## src/rtl/tmr_wdt_pkg.sv

```systemverilog
package tmr_wdt_pkg;

    localparam logic [7:0] IDX_CTRL   = 8'h71;
    localparam logic [7:0] IDX_CFG    = 8'h72;
    localparam logic [7:0] IDX_CNT_LO = 8'h73;
    localparam logic [7:0] IDX_CNT_HI = 8'h74;

    // control register enables (bits 7 and 4 of index 0x71)
    typedef struct packed {
        logic ir_en;
        logic gp_en;
    } ctrl_t;

    // configuration register, packed in bit order 7..0
    typedef struct packed {
        logic       unit_sec;
        logic       kbd_en;
        logic       spare;
        logic       pwr_en;
        logic [3:0] irq_sel;
    } cfg_t;

    function automatic int unsigned presc_limit(input logic unit_sec,
                                                input int unsigned tps,
                                                input int unsigned spm);
        return unit_sec ? tps : tps * spm;
    endfunction

    function automatic logic [7:0] ctrl_image(input ctrl_t c, input logic st);
        return {c.ir_en, 2'b00, c.gp_en, 3'b000, st};
    endfunction

endpackage

```

## src/rtl/wdt_regs.sv

```systemverilog
module wdt_regs
    import tmr_wdt_pkg::*;
#(
    parameter int CNT_W = 16
) (
    input  logic             clk,
    input  logic             rst,
    input  logic             we,
    input  logic [7:0]       idx,
    input  logic [7:0]       wdata,
    input  logic             expire,
    output ctrl_t            ctrl,
    output cfg_t             cfg,
    output logic [CNT_W-1:0] reload_val,
    output logic             load,
    output logic             status,
    output logic [7:0]       rdata
);
    logic [7:0]  lo_q;
    logic [7:0]  hi_q;
    logic [15:0] full;
    logic        wr_lo, wr_hi;

    assign wr_lo = we && (idx == IDX_CNT_LO);

    generate
        if (CNT_W > 8) begin : g_hi
            assign wr_hi = we && (idx == IDX_CNT_HI);
            always_ff @(posedge clk) begin
                if (rst)        hi_q <= '0;
                else if (wr_hi) hi_q <= wdata;
            end
        end else begin : g_no_hi
            assign wr_hi = 1'b0;
            assign hi_q  = '0;
        end
    endgenerate

    always_ff @(posedge clk) begin
        if (rst) begin
            lo_q   <= '0;
            ctrl   <= '0;
            cfg    <= '0;
            status <= 1'b0;
            load   <= 1'b0;
        end else begin
            load <= wr_lo || wr_hi;
            if (wr_lo) lo_q <= wdata;
            if (we && idx == IDX_CFG) cfg <= cfg_t'(wdata);
            if (we && idx == IDX_CTRL) ctrl <= '{ir_en: wdata[7], gp_en: wdata[4]};
            if (expire)                                     status <= 1'b1;
            else if (we && idx == IDX_CTRL && !wdata[0])    status <= 1'b0;
        end
    end

    assign full       = {hi_q, lo_q};
    assign reload_val = full[CNT_W-1:0];

    always_comb begin
        unique case (idx)
            IDX_CTRL:   rdata = ctrl_image(ctrl, status);
            IDX_CFG:    rdata = cfg;
            IDX_CNT_LO: rdata = lo_q;
            IDX_CNT_HI: rdata = hi_q;
            default:    rdata = 8'h00;
        endcase
    end
endmodule

```

## src/rtl/wdt_prescale.sv

```systemverilog
module wdt_prescale
    import tmr_wdt_pkg::*;
#(
    parameter int TPS = 1000,
    parameter int SPM = 60
) (
    input  logic clk,
    input  logic rst,
    input  logic tick,
    input  logic run,
    input  logic restart,
    input  logic unit_sec,
    output logic unit_pulse
);
    localparam int PRE_W = $clog2(TPS * SPM + 1);

    logic [PRE_W-1:0] pre_q;
    logic [PRE_W-1:0] lim_m1;
    logic             at_end;

    assign lim_m1 = PRE_W'(presc_limit(unit_sec, TPS, SPM) - 1);
    assign at_end = (pre_q >= lim_m1);

    always_ff @(posedge clk) begin
        if (rst || restart || !run) pre_q <= '0;
        else if (tick)              pre_q <= at_end ? '0 : pre_q + 1'b1;
    end

    assign unit_pulse = run && tick && at_end && !restart;
endmodule

```

## src/rtl/wdt_kick.sv

```systemverilog
module wdt_kick #(
    parameter int KD = 5
) (
    input  logic clk,
    input  logic rst,
    input  logic tick,
    input  logic event_i,
    output logic fire
);
    localparam int DW = $clog2(KD + 1);

    logic [DW-1:0] dly_q;

    always_ff @(posedge clk) begin
        if (rst)                        dly_q <= '0;
        else if (event_i)               dly_q <= DW'(KD);
        else if (tick && dly_q != '0)   dly_q <= dly_q - 1'b1;
    end

    assign fire = tick && !event_i && (dly_q == DW'(1));
endmodule

```

## src/rtl/wdt_count.sv

```systemverilog
module wdt_count #(
    parameter int CNT_W = 16
) (
    input  logic             clk,
    input  logic             rst,
    input  logic             load,
    input  logic             reload,
    input  logic [CNT_W-1:0] value,
    input  logic             unit_pulse,
    output logic             running,
    output logic [CNT_W-1:0] count,
    output logic             expire
);
    assign expire = unit_pulse && running && !load && !reload && (count == CNT_W'(1));

    always_ff @(posedge clk) begin
        if (rst) begin
            count   <= '0;
            running <= 1'b0;
        end else if (load) begin
            count   <= value;
            running <= (value != '0);
        end else if (reload && running) begin
            count <= value;
        end else if (unit_pulse && running) begin
            count <= count - 1'b1;
            if (count == CNT_W'(1)) running <= 1'b0;
        end
    end
endmodule

```

## src/rtl/wdt_rstpulse.sv

```systemverilog
module wdt_rstpulse #(
    parameter int RST_TICKS = 16
) (
    input  logic clk,
    input  logic rst,
    input  logic start,
    input  logic tick,
    output logic active
);
    localparam int RW = $clog2(RST_TICKS + 1);

    logic [RW-1:0] left_q;

    always_ff @(posedge clk) begin
        if (rst)                        left_q <= '0;
        else if (start)                 left_q <= RW'(RST_TICKS);
        else if (tick && left_q != '0)  left_q <= left_q - 1'b1;
    end

    assign active = (left_q != '0);
endmodule

```

## src/rtl/tmr_watchdog.sv

```systemverilog
module tmr_watchdog
    import tmr_wdt_pkg::*;
#(
    parameter int CNT_W         = 16,
    parameter int TICKS_PER_SEC = 1000,
    parameter int SEC_PER_MIN   = 60,
    parameter int RST_TICKS     = 16,
    parameter int KICK_DELAY    = 5
) (
    input  logic       clk,
    input  logic       rst,
    input  logic       tick_1k,
    input  logic       reg_we,
    input  logic [7:0] reg_idx,
    input  logic [7:0] reg_wdata,
    output logic [7:0] reg_rdata,
    input  logic       gp_rd_strobe,
    input  logic       ir_wr_strobe,
    output logic       kbd_rst_o,
    output logic       pwr_gate_o,
    output logic [3:0] irq_route_o
);
    ctrl_t            ctrl_w;
    cfg_t             cfg_w;
    logic [CNT_W-1:0] val_w;
    logic [CNT_W-1:0] cnt_w;
    logic             load_w, status_w, run_w, expire_w;
    logic             unit_w, fire_w, kick_ev_w, restart_w, kbd_en_w;

    wdt_regs #(.CNT_W(CNT_W)) u_regs (
        .clk(clk), .rst(rst), .we(reg_we), .idx(reg_idx), .wdata(reg_wdata),
        .expire(expire_w), .ctrl(ctrl_w), .cfg(cfg_w), .reload_val(val_w),
        .load(load_w), .status(status_w), .rdata(reg_rdata)
    );

    assign kick_ev_w = (ctrl_w.gp_en && gp_rd_strobe) || (ctrl_w.ir_en && ir_wr_strobe);

    wdt_kick #(.KD(KICK_DELAY)) u_kick (
        .clk(clk), .rst(rst), .tick(tick_1k), .event_i(kick_ev_w), .fire(fire_w)
    );

    assign restart_w = load_w || (fire_w && run_w);

    wdt_prescale #(.TPS(TICKS_PER_SEC), .SPM(SEC_PER_MIN)) u_pre (
        .clk(clk), .rst(rst), .tick(tick_1k), .run(run_w), .restart(restart_w),
        .unit_sec(cfg_w.unit_sec), .unit_pulse(unit_w)
    );

    wdt_count #(.CNT_W(CNT_W)) u_cnt (
        .clk(clk), .rst(rst), .load(load_w), .reload(fire_w), .value(val_w),
        .unit_pulse(unit_w), .running(run_w), .count(cnt_w), .expire(expire_w)
    );

    wdt_rstpulse #(.RST_TICKS(RST_TICKS)) u_rstp (
        .clk(clk), .rst(rst), .start(expire_w && cfg_w.kbd_en), .tick(tick_1k),
        .active(kbd_rst_o)
    );

    assign kbd_en_w    = cfg_w.kbd_en;
    assign pwr_gate_o  = status_w && cfg_w.pwr_en;
    assign irq_route_o = cfg_w.irq_sel;
endmodule

```

## config.mk

```make
export PLATFORM = sky130hd
export DESIGN_NAME = tmr_watchdog
export DESIGN_NICKNAME = d
export VERILOG_FILES = /design/src/rtl/tmr_wdt_pkg.sv /design/src/rtl/wdt_regs.sv /design/src/rtl/wdt_prescale.sv /design/src/rtl/wdt_kick.sv /design/src/rtl/wdt_count.sv /design/src/rtl/wdt_rstpulse.sv /design/src/rtl/tmr_watchdog.sv
export SDC_FILE = /design/constraint.sdc
export NUM_CORES = 1
export LEC_CHECK = 0
export ABC_AREA = 1
export BUFFER_PORTS_ARGS = -buffer_cell sky130_fd_sc_hd__buf_2
export CORE_MARGIN = 3
export CORE_UTILIZATION = 55
export CTS_CLUSTER_DIAMETER = 50
export DETAILED_ROUTE_END_ITERATION = 7
export GPL_ROUTABILITY_DRIVEN = 0
export PLACE_DENSITY = 0.77
export SLEW_MARGIN = 25
export SYNTH_ARGS = -nofsm -noshare
export SYNTH_HDL_FRONTEND = slang
export SYNTH_HIERARCHICAL = 1
export SYNTH_SLANG_ARGS = --single-unit
```

## constraint.sdc

```tcl
create_clock -name clk -period 2.2 [get_ports clk]
set_input_delay 0.55 -clock clk [delete_from_list [all_inputs] [get_ports clk]]
set_output_delay 0.55 -clock clk [all_outputs]
set_load 0.005 [all_outputs]
```

## Yosys cells after proc, flatten, opt, wreduce, memory -nomap -nowiden

Index checks and enable logic that the tools add are counted.

| word-level totals | value |
|---|---|
| word-level logic and storage cells | 91 |
| input port bits | 22 |
| flip-flop bits (word level) | 69 |

| operators by class | value |
|---|---|
| mux-type cells | 16 |
| add/subtract/negate cells | 5 |
| reductions and logical operators | 44 |
| order comparisons | 1 |
| equal/unequal tests | 7 |

Operators with widths:

| cell | count |
|---|---|
| 16-bit two-way mux | 5 |
| 8-bit by 7-bit == test with 1-bit output (second input constant) | 4 |
| 8-bit case mux with 4 select lines | 1 |
| 16-bit by 1-bit subtractor with 16-bit output (second input constant) | 2 |
| 1-bit logical AND | 21 |
| 16-bit by 1-bit adder with 16-bit output (second input constant) | 1 |
| 16-bit by 1-bit == test with 1-bit output (second input constant) | 1 |
| 16-bit greater-or-equal comparator | 1 |
| 16-bit nonzero test | 1 |
| 5-bit two-way mux | 2 |
| 2-bit nonzero test | 5 |
| 1-bit zero test | 6 |
| 1-bit two-way mux | 6 |
| 3-bit two-way mux | 2 |
| 3-bit nonzero test | 2 |
| 1-bit logical OR | 5 |
| 5-bit nonzero test | 1 |
| 5-bit by 1-bit subtractor with 5-bit output (second input constant) | 1 |
| 2-bit OR reduction | 2 |
| 3-bit by 1-bit == test with 1-bit output (second input constant) | 1 |
| 3-bit AND reduction | 1 |
| 3-bit by 1-bit subtractor with 3-bit output (second input constant) | 1 |
| 2-bit by 1-bit != test with 1-bit output (second input constant) | 1 |

## Longest topological paths before layout

| logic depth | value |
|---|---|
| word-level depth | 15 |
| mapped depth | 19 |
| mapped depth without buffers | 19 |

## By module

The synthesis kept the hierarchy.

Modules (own cells, without submodules):

| module | cells an instance | times used | area an instance (sq um) |
|---|---|---|---|
| wdt_regs | 252 | 1 | 1572.8 |
| wdt_count | 187 | 1 | 1335.0 |
| wdt_prescale | 155 | 1 | 1113.6 |
| wdt_rstpulse | 36 | 1 | 260.2 |
| wdt_kick | 30 | 1 | 203.9 |
| tmr_watchdog | 10 | 1 | 37.5 |

## Worst setup path before layout

Ideal clock, no wire load.

| path | value |
|---|---|
| path kind | flip-flop to flip-flop |
| from | register u_regs/cfg[7] (netlist bit) |
| to | register u_rstp.left_q[2] |
| cell stages (with the launch flop) | 19 |
| data arrival time | 2.165 ns |
| buffers on the path | 0 |
| required time | 2.082 ns |
| setup slack | -0.084 ns |
| path through | dfxtp_1 inv_1 ha_1 nand2_1 nor2_1 nand2_1 nand2_1 nand2_1 nand2_2 nand3_1 nor2_1 nand2_4 nor2_1 nand4_1 nor2_1 nand2_1 inv_1 nor2_1 a21boi_2 |

| between the ends | value |
|---|---|
| cells in the longest elaborated chain, start to end | 11 |

RTL lines:

| what | line | RTL |
|---|---|---|
| start: declaration | wdt_regs.sv:13 | `output cfg_t cfg,` |
| start signal: assignment | wdt_regs.sv:49 | `if (we && idx == IDX_CFG) cfg <= cfg_t'(wdata);` |
| 16-bit two-way mux | tmr_wdt_pkg.sv:26 | `return unit_sec ? tps : tps * spm;` |
| 16-bit by 1-bit subtractor with 16-bit output | wdt_prescale.sv:21 | `assign lim_m1 = PRE_W'(presc_limit(unit_sec, TPS, SPM) - 1);` |
| 16-bit greater-or-equal comparator | wdt_prescale.sv:22 | `assign at_end = (pre_q >= lim_m1);` |
| 1-bit logical AND (2 in a row) | wdt_prescale.sv:29 | `assign unit_pulse = run && tick && at_end && !restart;` |
| net unit_w | tmr_watchdog.sv:28 | `logic unit_w, fire_w, kick_ev_w, restart_w, kbd_en_w;` |
| 1-bit logical AND (4 in a row) | wdt_count.sv:14 | `assign expire = unit_pulse && running && !load && !reload && (count == CNT_W'(1));` |
| net expire_w | tmr_watchdog.sv:27 | `logic load_w, status_w, run_w, expire_w;` |
| 1-bit logical AND | tmr_watchdog.sv:55 | `.clk(clk), .rst(rst), .start(expire_w && cfg_w.kbd_en), .tick(tick_1k),` |
| 2-bit OR reduction (no line) | n/a |  |
| end signal: assignment | wdt_rstpulse.sv:16 | `else if (start) left_q <= RW'(RST_TICKS);` |
| end signal: assignment | wdt_rstpulse.sv:17 | `else if (tick && left_q != '0) left_q <= left_q - 1'b1;` |
| end: declaration | wdt_rstpulse.sv:12 | `logic [RW-1:0] left_q;` |

The timed path passes the listed nets, and every way through them passes these cells.
A chain may end at the register's enable or synchronous reset.

## Final worst setup path

| path | value |
|---|---|
| from | register u_regs/cfg[7] (netlist bit) |
| to | register u_cnt.count[14] |

| between the ends | value |
|---|---|
| cells in the longest elaborated chain, start to end | 7 |

RTL lines:

| what | line | RTL |
|---|---|---|
| 16-bit two-way mux | tmr_wdt_pkg.sv:26 |  |
| 16-bit by 1-bit subtractor with 16-bit output | wdt_prescale.sv:21 |  |
| 16-bit greater-or-equal comparator | wdt_prescale.sv:22 |  |
| 1-bit logical AND (2 in a row) | wdt_prescale.sv:29 |  |
| net unit_w | tmr_watchdog.sv:28 |  |
| 1-bit logical AND | wdt_count.sv:25 | `end else if (unit_pulse && running) begin` |
| 3-bit nonzero test (no line) | n/a |  |
| end signal: assignment | wdt_count.sv:21 | `count <= value;` |
| end signal: assignment | wdt_count.sv:24 | `count <= value;` |
| end signal: assignment | wdt_count.sv:26 | `count <= count - 1'b1;` |
| end: declaration | wdt_count.sv:11 | `output logic [CNT_W-1:0] count,` |

The timed path passes the listed nets, and every way through them passes these cells.

==> run summary <==
The detailed router used layers up to and including met4. For the number of iterations in the first detailed-routing pass, the log shows 5. The net count of the finished layout is 781.

Setup repair after global routing could not meet its margin everywhere. The core footprint was 0.00785 mm^2. Clock tree synthesis found a total of 69 sinks.

Summed over all instances, the cell type with the most area after synthesis is sky130_fd_sc_hd__dfxtp_1. The tools report the relative max-transition margin as 0.703. Number of global-route vias before repair: 4338. The path class of the tightest hold or removal check is input pin to register.

The cell chosen for the clock root is sky130_fd_sc_hd__clkbuf_8. Endpoint type of the worst setup path: a register. The detail-routed via count per cell was 5.32.

The detailed router finished its first iteration with 262 violations. Counting the fill cells in the layout gives 649. In the final routing, the length of wire on met1 measures 5070 um. The post-synthesis share of cell area spent on and, or, nand and nor gates is 0.406, and the final antenna diode count is 0. The tool flagged a number of max-cap violations equal to 0.

The tools report the number of hold violations in the final report as 0. The sequential-to-total area share from yosys stat is 0.305, and the largest fanout on the critical path is 7. The final layout contains routed wiring with a total length of 11900 um. During synthesis, Yosys emitted a total of 6 warnings. Clock-pin slew was measured on the worst setup and hold paths at 80 ps. The post-synthesis adder-cell area fraction is 0.0443. Counting flops with a built-in enable in the synthesized netlist gives 0.

In the detailed route, the total length drawn on met2 is 6010 um. The tools report the total power as 2.89 mW. The die covers 0.00935 mm^2.

The maximum buffer depth of the clock tree was 2. The floorplan step set the die height to 96.7 um. Launch point of the worst reg-to-reg path: u_regs/cfg[7]. The initial cell density of the core was 0.576; the number of port buffers was 35.

The number of buffers created by CTS was 9; the average detailed-routed wire length per instance was 14.0 um. Final routed DRC violation total: 0. Entering global routing, the biggest net connects 24 pins. Sorting the synthesized cells by area gives the leading types as sky130_fd_sc_hd__dfxtp_1, sky130_fd_sc_hd__nand2_1, sky130_fd_sc_hd__inv_1. The combined area of all synthesized cells is 0.00452 mm^2. Counting every net in the synthesized netlist gives 708.

Share of flip-flops with an asynchronous set or reset after synthesis: 0. The run finished, with violations left. The total vias in the final route is 4518, and the post-layout instance area is 0.00546 mm^2. The logs give 437 ps for the post-route worst hold slack and 8400 um for the detailed-placement wirelength estimate. The H-tree was split into 3 levels.

End of the worst register-to-register path: u_cnt/count[14]. For the smallest setup slack after layout, the log shows -244 ps. The setup slack of the worst register-to-register path came out at -240 ps. The hold-critical path depth was 3; the number of nets with antenna violations after routing was 0. After technology mapping, the gate count stands at 670. sky130_fd_sc_hd__nand2_1 is the most common cell in the netlist. The number of hold buffers added after CTS was 0. The share of the cycle needed by the critical path after routing works out to 1.11. The setup path with the least slack is of type register to register. The number of cells on the worst reg-to-reg path is 18. For this run, the leading register cell type out of synthesis is sky130_fd_sc_hd__dfxtp_1. The number of slew-limit violations in the final report was 0; the total number of placement rows was 32. The mux contribution to synthesized area is 0.00221, and the shortest period the worst path allows is 2440 ps. The run gives 36 as the number of top-level pins.

Number of register bits inferred by synthesis: 69. The area growth from synthesis to final layout was 20.6%; the data required time of the critical path was 2490 ps. Averaged over all synthesized cells, the footprint is 6.75 um^2.

The die is 96.7 um wide. The run gives 0.695 as the share of the core filled with cells. TritonCTS built the clock tree. The placed standard-cell area was 0.00499 mm^2; the met3 wirelength from detailed routing was 536 um. At the pin with the least slew margin, the transition time is 445 ps. The area share of the largest cell type after synthesis works out to 0.305.

The commonest cells after synthesis are sky130_fd_sc_hd__nand2_1, sky130_fd_sc_hd__inv_1, sky130_fd_sc_hd__nor2_1. The wire length of the first global-routing pass was 19500 um; the achievable frequency was 409 MHz. In this run the static leakage power is 2.48 nW. The share of layout cells above drive strength 1 works out to 0.264. The checks that failed: setup timing. The number of antenna violations at the first check in global routing was 0.

The run gives 0.249 as the global-route total usage across every layer. The synthesized-area fraction occupied by ao, oa, aoi and oai cells works out to 0.0863. The path with the worst hold slack has its endpoint at u_regs/hi_q[5]. The worst setup path is launched from a register.

IR analysis of the VDD net gives a maximum drop of 0.000333 V. The xor/xnor share of the synthesized area came out at 0.0268. The clock arrives with 8.87 ps of skew. At the later pin of the worst-skew pair, clock insertion delay measures 350 ps. Setup violations remaining at the end of the flow were counted as 21. The critical path data arrival time is 2740 ps, and the power per standard cell area is 530 mW/mm^2. The largest family of logic cells by synthesized area is simple AND/OR/NAND/NOR gates.

Global routing finished with a remaining overflow of 0. Counting distinct cell types in the post-synthesis netlist gives 44. Setup total negative slack on the finished layout was measured at -3610 ps. The tools report the beginning of the worst hold path as reg_wdata[5].
==> cell families (layout without fill, tap and decap cells) <==
group	after synthesis	after routing
and+or+nand+nor	387	387
buffers and inverters	132	209
DFF	69	69
AOI/OAI and AO/OA	52	52
adders and majority gates	16	16
xor gates and xnor gates	13	13
muxes	1	1
==> sequential cells by signal (all words and copies together), names as in the netlist, 2 cells and up <==
signal         count
u_pre/pre_q       16
u_regs/ctrl        2
u_regs/cfg         8
u_cnt/count       16
u_regs/lo_q        8
u_kick/dly_q       3
u_rstp/left_q      5
u_regs/hi_q        8
==> area by class of cell <==
cell class | instances | area, um^2 | share of cell area
clock buffers | 11 | 141 | 0.0259
clock inverters | 4 | 25.0 | 0.00459
inverters | 114 | 435 | 0.0798
multi-input cells | 469 | 2760 | 0.506
flip-flops and latches | 69 | 1390 | 0.254
well taps | 102 | 128 | 0.0234
repair buffers | 80 | 582 | 0.107
==> per-stage QoR <==
step           cells  setup slack [ps]
6_report         849              -244
5_1_grt          849              -361
4_1_cts          843              -183
3_5_place_dp     826              -284
3_3_place_gp     826             -95.0
2_1_floorplan    670              13.7
==> how the worst max path moves through the flow <==
stage,depth (start not counted),to,start,slack (ps)
global route,19,u_rstp/left_q[1],u_regs/cfg[7],-360
global placement,18,u_rstp/left_q[2],u_regs/cfg[7],-90
detailed placement,18,u_rstp/left_q[2],u_regs/cfg[7],-280
finish,18,u_cnt/count[14],u_regs/cfg[7],-240
CTS,18,u_rstp/left_q[2],u_regs/cfg[7],-180
floorplan,18,u_rstp/left_q[2],u_regs/cfg[7],10
==> what timing repair did <==
item | 4_1_cts | 5_1_grt
endpoints found under the hold margin | 0 | 0
setup endpoints to repair | 22 | 31
gates cloned | 0 | 0
pin swaps | 15 | 24
buffers inserted | 2 | 6
resized for setup | 18 | 35
==> power by group <==
group | internal (mW) | switching [mW]
registers | 1.31 | 0.0481
clock network | 0.430 | 0.492
logic | 0.233 | 0.376
==> metal layers <==
layer / track usage / vias up
li1: - / 2263
met1: 0.303 / 2095
met2: 0.428 / 128
met3: 0.0613 / 32
met4: 0.0853 / 0
met5: 0 / -
==> cells in the final DEF (no fill, tap or decap), types with 10 or more instances in the layout <==
cell type                  netlist  layout
sky130_fd_sc_hd__nand3_1        37      33
sky130_fd_sc_hd__nand2_1       169     163
sky130_fd_sc_hd__a21oi_2        10      12
sky130_fd_sc_hd__nor2_4          6      10
sky130_fd_sc_hd__buf_2           7      35
sky130_fd_sc_hd__nor2_1         91      86
sky130_fd_sc_hd__dfxtp_1        69      68
sky130_fd_sc_hd__nand4_1        38      38
sky130_fd_sc_hd__a22oi_2         8      11
sky130_fd_sc_hd__nand2_2         9      14
sky130_fd_sc_hd__clkbuf_8        0      10
sky130_fd_sc_hd__inv_1         109     104
sky130_fd_sc_hd__nor2_2         16      17
sky130_fd_sc_hd__buf_4           1      36
==> worst max-delay path, cell delays in order, from the launching register on <==
cell	delay, ps
sky130_fd_sc_hd__dfxtp_4	440
sky130_fd_sc_hd__inv_6	60
sky130_fd_sc_hd__ha_4	250
sky130_fd_sc_hd__nand2_1	70
sky130_fd_sc_hd__nor2_1	120
sky130_fd_sc_hd__nand2_1	70
sky130_fd_sc_hd__nand2_1	60
sky130_fd_sc_hd__nand2_1	80
sky130_fd_sc_hd__nand2_2	100
sky130_fd_sc_hd__nand3_4	90
sky130_fd_sc_hd__nor2_4	110
sky130_fd_sc_hd__nand2_4	70
sky130_fd_sc_hd__buf_4	150
sky130_fd_sc_hd__buf_6	110
sky130_fd_sc_hd__buf_6	120
sky130_fd_sc_hd__nor2_8	130
sky130_fd_sc_hd__buf_12	140
sky130_fd_sc_hd__nand3_2	80
sky130_fd_sc_hd__a21oi_2	130
Power figures use the tool's default switching activity.
